## src/rtl/macStatPkg.sv

```systemverilog
package macStatPkg;
  localparam int LEN_W   = 16;
  localparam int NUM_CNT = 45;
  localparam int IDX_W   = $clog2(NUM_CNT);
  localparam int BIN_CNT = 7;

  // receive counters
  localparam int RX_GOOD = 0,  RX_BCAST = 1,  RX_MCAST = 2,  RX_PAUSE = 3;
  localparam int RX_CTRL = 4,  RX_FCSERR = 5, RX_LENERR = 6, RX_RUNT = 7;
  localparam int RX_FRAG = 8,  RX_BIN0 = 9,   RX_OVERSIZE = 16;
  localparam int RX_FIFODROP = 17, RX_RINGDROP = 18, RX_ADDRDROP = 19;
  localparam int RX_BYTES = 20, RX_BCBYTES = 21, RX_MCBYTES = 22;
  // transmit counters
  localparam int TX_GOOD = 23, TX_BCAST = 24, TX_MCAST = 25, TX_PAUSE = 26;
  localparam int TX_CTRL = 27, TX_DEFER = 28, TX_EXCDEFER = 29;
  localparam int TX_ONECOL = 30, TX_MULTICOL = 31, TX_LATECOL = 32;
  localparam int TX_ABORT = 33, TX_TRUNC = 34, TX_BIN0 = 35;
  localparam int TX_BYTES = 42, TX_BCBYTES = 43, TX_MCBYTES = 44;

  localparam logic [LEN_W-1:0] MIN_LEN = LEN_W'(64);
  localparam logic [LEN_W-1:0] FCS_LEN = LEN_W'(4);

  typedef struct packed {
    logic [NUM_CNT-1:0] hit;
    logic [LEN_W-1:0]   rxBytes;
    logic [LEN_W-1:0]   txBytes;
    logic               update;
  } strobe_t;

  function automatic bit isRxByte(int idx);
    return idx == RX_BYTES || idx == RX_BCBYTES || idx == RX_MCBYTES;
  endfunction

  function automatic bit isTxByte(int idx);
    return idx == TX_BYTES || idx == TX_BCBYTES || idx == TX_MCBYTES;
  endfunction

  // Histogram bin of a length; BIN_CNT means no bin.
  function automatic logic [2:0] lenBin(logic [LEN_W-1:0] len, logic [LEN_W-1:0] mtu);
    if (len < MIN_LEN)             return 3'(BIN_CNT);
    else if (len == MIN_LEN)       return 3'd0;
    else if (len <= LEN_W'(127))   return 3'd1;
    else if (len <= LEN_W'(255))   return 3'd2;
    else if (len <= LEN_W'(511))   return 3'd3;
    else if (len <= LEN_W'(1023))  return 3'd4;
    else if (len <= LEN_W'(1518))  return 3'd5;
    else if (len <= mtu)           return 3'd6;
    else                           return 3'(BIN_CNT);
  endfunction
endpackage

```

## src/rtl/macStatCtrl.sv

```systemverilog
module macStatCtrl
  import macStatPkg::*;
(
  input  logic [LEN_W-1:0] mtu,
  input  logic             rxValid,
  input  logic [LEN_W-1:0] rxLen,
  input  logic             rxFcsOk,
  input  logic             rxBcast,
  input  logic             rxMcast,
  input  logic             rxPause,
  input  logic             rxCtrl,
  input  logic             rxLenErr,
  input  logic             rxFifoOvf,
  input  logic             rxRingOvf,
  input  logic             rxAddrDrop,
  input  logic             txValid,
  input  logic [LEN_W-1:0] txLen,
  input  logic             txBcast,
  input  logic             txMcast,
  input  logic             txPause,
  input  logic             txCtrl,
  input  logic [3:0]       txColls,
  input  logic             txLateCol,
  input  logic             txAbort,
  input  logic             txDefer,
  input  logic             txExcDefer,
  output strobe_t          strb
);
  logic rxShort, rxOver, rxDrop, rxGood;
  logic txShort, txOver, txGood;
  logic [2:0] rxBin, txBin;
  logic [NUM_CNT-1:0] hit;

  always_comb begin
    rxShort = rxLen < MIN_LEN;
    rxOver  = rxLen > mtu;
    rxDrop  = rxFifoOvf | rxRingOvf | rxAddrDrop;
    rxGood  = rxValid & rxFcsOk & ~rxLenErr & ~rxDrop & ~rxShort & ~rxOver;
    rxBin   = lenBin(rxLen, mtu);
    txShort = txLen < MIN_LEN;
    txOver  = txLen > mtu;
    txGood  = txValid & ~txLateCol & ~txAbort & ~txShort & ~txOver;
    txBin   = lenBin(txLen, mtu);
  end

  always_comb begin
    hit = '0;
    // receive side
    hit[RX_GOOD]     = rxGood;
    hit[RX_BCAST]    = rxGood & rxBcast;
    hit[RX_MCAST]    = rxGood & rxMcast;
    hit[RX_PAUSE]    = rxGood & rxPause;
    hit[RX_CTRL]     = rxGood & rxCtrl & ~rxPause;
    hit[RX_FCSERR]   = rxValid & ~rxFcsOk & ~rxShort;
    hit[RX_LENERR]   = rxValid & rxLenErr;
    hit[RX_RUNT]     = rxValid & rxShort & rxFcsOk;
    hit[RX_FRAG]     = rxValid & rxShort & ~rxFcsOk;
    hit[RX_OVERSIZE] = rxValid & rxOver;
    hit[RX_FIFODROP] = rxValid & rxFifoOvf;
    hit[RX_RINGDROP] = rxValid & rxRingOvf;
    hit[RX_ADDRDROP] = rxValid & rxAddrDrop;
    hit[RX_BYTES]    = rxGood;
    hit[RX_BCBYTES]  = rxGood & rxBcast;
    hit[RX_MCBYTES]  = rxGood & rxMcast;
    // transmit side
    hit[TX_GOOD]     = txGood;
    hit[TX_BCAST]    = txGood & txBcast;
    hit[TX_MCAST]    = txGood & txMcast;
    hit[TX_PAUSE]    = txGood & txPause;
    hit[TX_CTRL]     = txGood & txCtrl & ~txPause;
    hit[TX_DEFER]    = txValid & txDefer;
    hit[TX_EXCDEFER] = txValid & txExcDefer;
    hit[TX_ONECOL]   = txGood & (txColls == 4'd1);
    hit[TX_MULTICOL] = txGood & (txColls >= 4'd2);
    hit[TX_LATECOL]  = txValid & txLateCol;
    hit[TX_ABORT]    = txValid & txAbort;
    hit[TX_TRUNC]    = txValid & txOver;
    hit[TX_BYTES]    = txGood;
    hit[TX_BCBYTES]  = txGood & txBcast;
    hit[TX_MCBYTES]  = txGood & txMcast;
    for (int b = 0; b < BIN_CNT; b++) begin
      hit[RX_BIN0 + b] = rxGood & (rxBin == 3'(b));
      hit[TX_BIN0 + b] = txGood & (txBin == 3'(b));
    end
  end

  assign strb.hit     = hit;
  assign strb.rxBytes = rxLen - FCS_LEN;
  assign strb.txBytes = txLen - FCS_LEN;
  assign strb.update  = rxValid | txValid;
endmodule

```

## src/rtl/macStatDatapath.sv

```systemverilog
module macStatDatapath
  import macStatPkg::*;
#(
  parameter int CNT_W = 32
) (
  input  logic             clk,
  input  logic             rstN,
  input  logic             bankClr,
  input  logic             flagClr,
  input  strobe_t          strb,
  input  logic [IDX_W-1:0] rdIdx,
  output logic [CNT_W-1:0] rdData,
  output logic             updFlag
);
  localparam int SUM_W = ((CNT_W > LEN_W) ? CNT_W : LEN_W) + 1;
  localparam logic [CNT_W-1:0] CNT_MAX = '1;

  logic [CNT_W-1:0] cnt [NUM_CNT];

  for (genvar i = 0; i < NUM_CNT; i++) begin : g_cnt
    localparam bit IS_RXB = isRxByte(i);
    localparam bit IS_TXB = isTxByte(i);
    logic [LEN_W-1:0] amt;
    logic [SUM_W-1:0] sum;

    if (IS_RXB) begin : g_rxb
      assign amt = strb.rxBytes;
    end else if (IS_TXB) begin : g_txb
      assign amt = strb.txBytes;
    end else begin : g_evt
      assign amt = LEN_W'(1);
    end

    assign sum = {{(SUM_W-CNT_W){1'b0}}, cnt[i]} + {{(SUM_W-LEN_W){1'b0}}, amt};

    always_ff @(posedge clk or negedge rstN) begin
      if (!rstN)                  cnt[i] <= '0;
      else if (bankClr)           cnt[i] <= '0;
      else if (strb.hit[i]) begin
        if (|sum[SUM_W-1:CNT_W])  cnt[i] <= CNT_MAX;
        else                      cnt[i] <= sum[CNT_W-1:0];
      end
    end
  end

  always_ff @(posedge clk or negedge rstN) begin
    if (!rstN)                          rdData <= '0;
    else if (rdIdx < IDX_W'(NUM_CNT))   rdData <= cnt[rdIdx];
    else                                rdData <= '0;
  end

  always_ff @(posedge clk or negedge rstN) begin
    if (!rstN)             updFlag <= 1'b0;
    else if (bankClr)      updFlag <= 1'b0;
    else if (strb.update)  updFlag <= 1'b1;
    else if (flagClr)      updFlag <= 1'b0;
  end
endmodule

```

## src/rtl/macStatBank.sv

```systemverilog
module macStatBank
  import macStatPkg::*;
#(
  parameter int CNT_W = 32
) (
  input  logic             clk,
  input  logic             rstN,
  input  logic             bankClr,
  input  logic [15:0]      mtu,
  input  logic             rxValid,
  input  logic [15:0]      rxLen,
  input  logic             rxFcsOk,
  input  logic             rxBcast,
  input  logic             rxMcast,
  input  logic             rxPause,
  input  logic             rxCtrl,
  input  logic             rxLenErr,
  input  logic             rxFifoOvf,
  input  logic             rxRingOvf,
  input  logic             rxAddrDrop,
  input  logic             txValid,
  input  logic [15:0]      txLen,
  input  logic             txBcast,
  input  logic             txMcast,
  input  logic             txPause,
  input  logic             txCtrl,
  input  logic [3:0]       txColls,
  input  logic             txLateCol,
  input  logic             txAbort,
  input  logic             txDefer,
  input  logic             txExcDefer,
  input  logic [5:0]       rdIdx,
  output logic [CNT_W-1:0] rdData,
  input  logic             flagClr,
  output logic             updFlag
);
  strobe_t strb;

  macStatCtrl u_ctrl (
    .mtu(mtu), .rxValid(rxValid), .rxLen(rxLen), .rxFcsOk(rxFcsOk),
    .rxBcast(rxBcast), .rxMcast(rxMcast), .rxPause(rxPause), .rxCtrl(rxCtrl),
    .rxLenErr(rxLenErr), .rxFifoOvf(rxFifoOvf), .rxRingOvf(rxRingOvf),
    .rxAddrDrop(rxAddrDrop), .txValid(txValid), .txLen(txLen),
    .txBcast(txBcast), .txMcast(txMcast), .txPause(txPause), .txCtrl(txCtrl),
    .txColls(txColls), .txLateCol(txLateCol), .txAbort(txAbort),
    .txDefer(txDefer), .txExcDefer(txExcDefer), .strb(strb)
  );

  macStatDatapath #(.CNT_W(CNT_W)) u_dp (
    .clk(clk), .rstN(rstN), .bankClr(bankClr), .flagClr(flagClr),
    .strb(strb), .rdIdx(rdIdx), .rdData(rdData), .updFlag(updFlag)
  );
endmodule

```

## config.mk

```make
export PLATFORM = sky130hd
export DESIGN_NAME = macStatBank
export DESIGN_NICKNAME = d
export VERILOG_FILES = /design/src/rtl/macStatPkg.sv /design/src/rtl/macStatCtrl.sv /design/src/rtl/macStatDatapath.sv /design/src/rtl/macStatBank.sv
export SDC_FILE = /design/constraint.sdc
export NUM_CORES = 2
export LEC_CHECK = 0
export BUFFER_PORTS_ARGS = -buffer_cell sky130_fd_sc_hd__buf_4
export CORE_AREA = 3 3 484 581
export CTS_BUF_LIST = sky130_fd_sc_hd__clkbuf_4
export DETAILED_ROUTE_END_ITERATION = 10
export DIE_AREA = 0 0 487 584
export PLACE_DENSITY = 0.52
export RECOVER_POWER = 50
export SYNTH_ARGS = -nofsm -noshare
export SYNTH_HDL_FRONTEND = slang
export SYNTH_SLANG_ARGS = --single-unit
```

## constraint.sdc

```tcl
create_clock -name clk -period 4 [get_ports clk]
set_input_delay 0.2 -clock clk [delete_from_list [all_inputs] [get_ports clk]]
set_output_delay 0.2 -clock clk [all_outputs]
set_load 0.01 [all_outputs]
```

==> flow_summary.ini <==
[die]
std_cell_rows = 211
initial_core_util_pct = 34.94
placeableCoreArea_mm2 = 0.2759
boundaryPins = 114
die_height_um = 584
die_width_um = 487
die_area_mm2 = 0.2844

[timing]
max_slew.worst_pin.slew_ns = 2.827
final.setup_skew_ns = 0.1606
layout_worst_path_cycle_share_pct = 96.43
finalMaxSlewViolations = 307
setup_viol = 0
slew-limit-headroom_pct = -88.47
hold_viol = 0
highest_clock_rate_ghz = 0.2593
rsz0062_at_grt = false
min_period_ns = 3.857

[setup_path]
r2r_start = u_dp.cnt[64]
rr_endpoint = u_dp.cnt[74]
reg_to_reg_slack_setup_ns = 0.31
worstPathRequired_ns = 5.21
cp_max_fo = 8
critPathCaptureType = register
worst_setup_path_start_kind = input pin
setup.worst_path.class = input pin to register
timing.reg2reg.worst_path_depth = 12
timing.critical_path.arrival_ns = 5.07

[global_routing]
grt.met1_usage_pct = 33.09
grt_overflow = 0
grt_antenna_before_repair = 43
globalRouteMet2Util_pct = 43.50
most_congested_layer_reported_by_global_routing = met2
grt_util_all_layers_pct = 27.51
grt_first_pass_wirelength_um = 597200
use_met3_pct = 5.993
grt_pass1_vias = 90610
grt_max_degree = 147

[routing]
drt-wirelength-per-cell_um = 26.34
routed-via-count = 95280
vias_per_cell = 6.225
postRouteAntennaNets = 0
wirelength_um = 403100
first_iter_violations = 9849
drt-pass1-iter-count = 8
drt_drc_violations_left = 0

[placed_design]
placement.io_buffers = 113
gp_congestion = 1.015
postPlaceCellArea_mm2 = 0.1037
dp.final_hpwl_um = 298200

[synth]
synth.yosys.seq_area_share_pct = 38.24
asyncSetResetFlopFracSynth_pct = 100.0
synth_area_mm2 = 0.09639
syn_nets = 11130
synth_cells = 10870
synthMostInstantiatedCell = sky130_fd_sc_hd__dfrtp_1
synth_enable_flop_cells = 0
synth_common_cells = sky130_fd_sc_hd__dfrtp_1, sky130_fd_sc_hd__nor2_1, sky130_fd_sc_hd__o21ai_0, sky130_fd_sc_hd__nand2_1, sky130_fd_sc_hd__a21oi_1
synth_warnings = 0
synth.ff_latch_count = 1473
netlist.top_cell.by_area = sky130_fd_sc_hd__dfrtp_1
ys_top_cells_by_area = sky130_fd_sc_hd__dfrtp_1, sky130_fd_sc_hd__mux4_2, sky130_fd_sc_hd__o21ai_0
avgSynthCellArea_um2 = 8.865
synth_top_flop_cell = sky130_fd_sc_hd__dfrtp_1
synth_cell_types = 91
synth_top_cell_area_share_pct = 38.24

[power]
total_power_mw = 32.27
power-per-cell-area_mw_per_mm2 = 293.0
vdd_ir_drop_max_mv = 0.1855
total_leakage_power_nw = 44.72

[final_layout]
post_route_cells_drive_above_1_share_pct = 15.66
area_delta_synth_final_pct = 14.26
num-nets-final = 11610
finish.instance_area_mm2 = 0.1101

[clock_tree]
ctsLongestPathBuffers = 4
postCtsSetupRepairBufs = 0
tritoncts.num_buffers = 430
cts_sinks = 1473
cts-root-buf = sky130_fd_sc_hd__clkbuf_4
clk-insertion-delay-late_ns = 1.42
tritoncts = done
cts_htree_levels = 5
clk_transition_reported_paths_ns = 0.07

[min_path]
hp-class = input pin to register
hold_path_startpoint = txPause
hold_path_end = u_dp.cnt[605]
worstHoldPathCells = 6

[flow_run]
number_of_maximum_capacitance_constraint_violations = 4

[outcome]
failed_checks = capacitance limit, slew limit
outcome = finished with violations
## worst max-delay path, stage by stage
cell and delay [ns]:
sky130_fd_sc_hd__dlygate4sd3_1 0.55, sky130_fd_sc_hd__buf_4 0.21, sky130_fd_sc_hd__nor2_1 0.12, sky130_fd_sc_hd__dlygate4sd3_1 0.63, sky130_fd_sc_hd__nand3_1 0.15, sky130_fd_sc_hd__o41ai_1 0.23, sky130_fd_sc_hd__dlygate4sd3_1 0.60, sky130_fd_sc_hd__nand2_1 0.14
sky130_fd_sc_hd__ha_1 0.39, sky130_fd_sc_hd__nand3_1 0.12, sky130_fd_sc_hd__o211ai_1 0.32, sky130_fd_sc_hd__a211oi_1 0.14, sky130_fd_sc_hd__o21a_1 0.27, sky130_fd_sc_hd__buf_4 0.18, sky130_fd_sc_hd__or2_2 0.38, sky130_fd_sc_hd__and4_1 0.22
sky130_fd_sc_hd__nor4_1 0.21
## layer usage
layer  part of all wire [%]  up-vias
met3                    7.8     1148
li1                       -    42640
met4                    8.5       20
met1                     38    47270
met2                     46     4206
met5                  0.033        -
## where the power goes
| part | leakage (nW) | total, mW | internal, mW | switching, mW |
|---|---|---|---|---|
| sequential | 20.6 | 15.0 | 14.9 | 0.0699 |
| combinational | 21.1 | 2.71 | 0.878 | 1.83 |
| clock | 3.10 | 14.6 | 7.12 | 7.44 |
## logic make-up after synthesis
| logic type | share of synthesized area [%] |
|---|---|
| compound gates | 21.84 |
| xor+xnor | 0.9995 |
| fa+ha+maj | 2.344 |
| buf+inv | 3.990 |
| flops | 38.24 |
| mux | 11.07 |
| simple gates | 21.52 |
## registers in the layout, indices dropped and copies added, names as in the netlist
signal,cells
u_dp.updFlag,1
u_dp.rdData,32
u_dp.cnt,1440
## layout by cell type (no fill, tap or decap), drive strengths merged, types with 62 or more instances in the layout
cell type	instances
o21ai	1052
clkinv	125
and4	90
nor4	124
nand4	266
a311oi	180
a31oi	233
inv	346
and3	338
dfrtp	1473
and2	112
a211oi	269
dlygate4sd3	124
nand2	901
nand3	581
o21a	68
o22ai	94
nor2b	71
mux4	416
nor2	1078
buf	567
a21oi	781
clkbuf	636
nor3	441
o31ai	62
ha	171
a22o	95
a21o	89
mux2i	122
## area by class of cell
class,instances,area [um^2]
fill,27310,165800
clock inverter,142,665.6
sequential,1473,36860
antenna,16,40.04
clock buffer,605,4542
timing repair buffer,722,6276
inverter,338,1276
multi-input combinational,8389,55940
tap,3621,4531
## how the worst max path moves through the flow
| stage | from | endpoint | slack (ns) | depth (start not counted) |
|---|---|---|---|---|
| final | rxLen[4] | u_dp.cnt[721] | 0.14 | 17 |
| after global routing | rxLen[4] | u_dp.cnt[758] | 0.007 | 19 |
| after CTS | rxLen[4] | u_dp.cnt[769] | 0.10 | 18 |
| after detailed placement | txLen[5] | u_dp.cnt[20] | -0.16 | 15 |
| after global placement | txLen[5] | u_dp.cnt[17] | -0.14 | 15 |
| after floorplan | txLen[5] | u_dp.cnt[11] | 0.07 | 12 |
## metrics by stage
stage          hold slack (ns)  std cells  setup TNS [ns]  utilization [%]  setup slack (ns)
2_1_floorplan         -0.09559      10870               0                -           0.06555
3_3_place_gp            0.2023      14420          -1.900            37.59           -0.1371
3_5_place_dp            0.1954      14420          -2.953            37.59           -0.1612
4_1_cts               0.002295      15290               0            39.96            0.1036
5_1_grt                0.08837      15300               0            39.91          0.007419
6_report                0.1134      15310               0            39.92            0.1430
## repair_timing
action	CTS	global route
endpoints found under the setup margin	0	29
endpoints found under the hold margin	2881	0
hold buffers	127	0
resized for setup	0	11
Note: power is estimated with default switching activity, not from simulation.
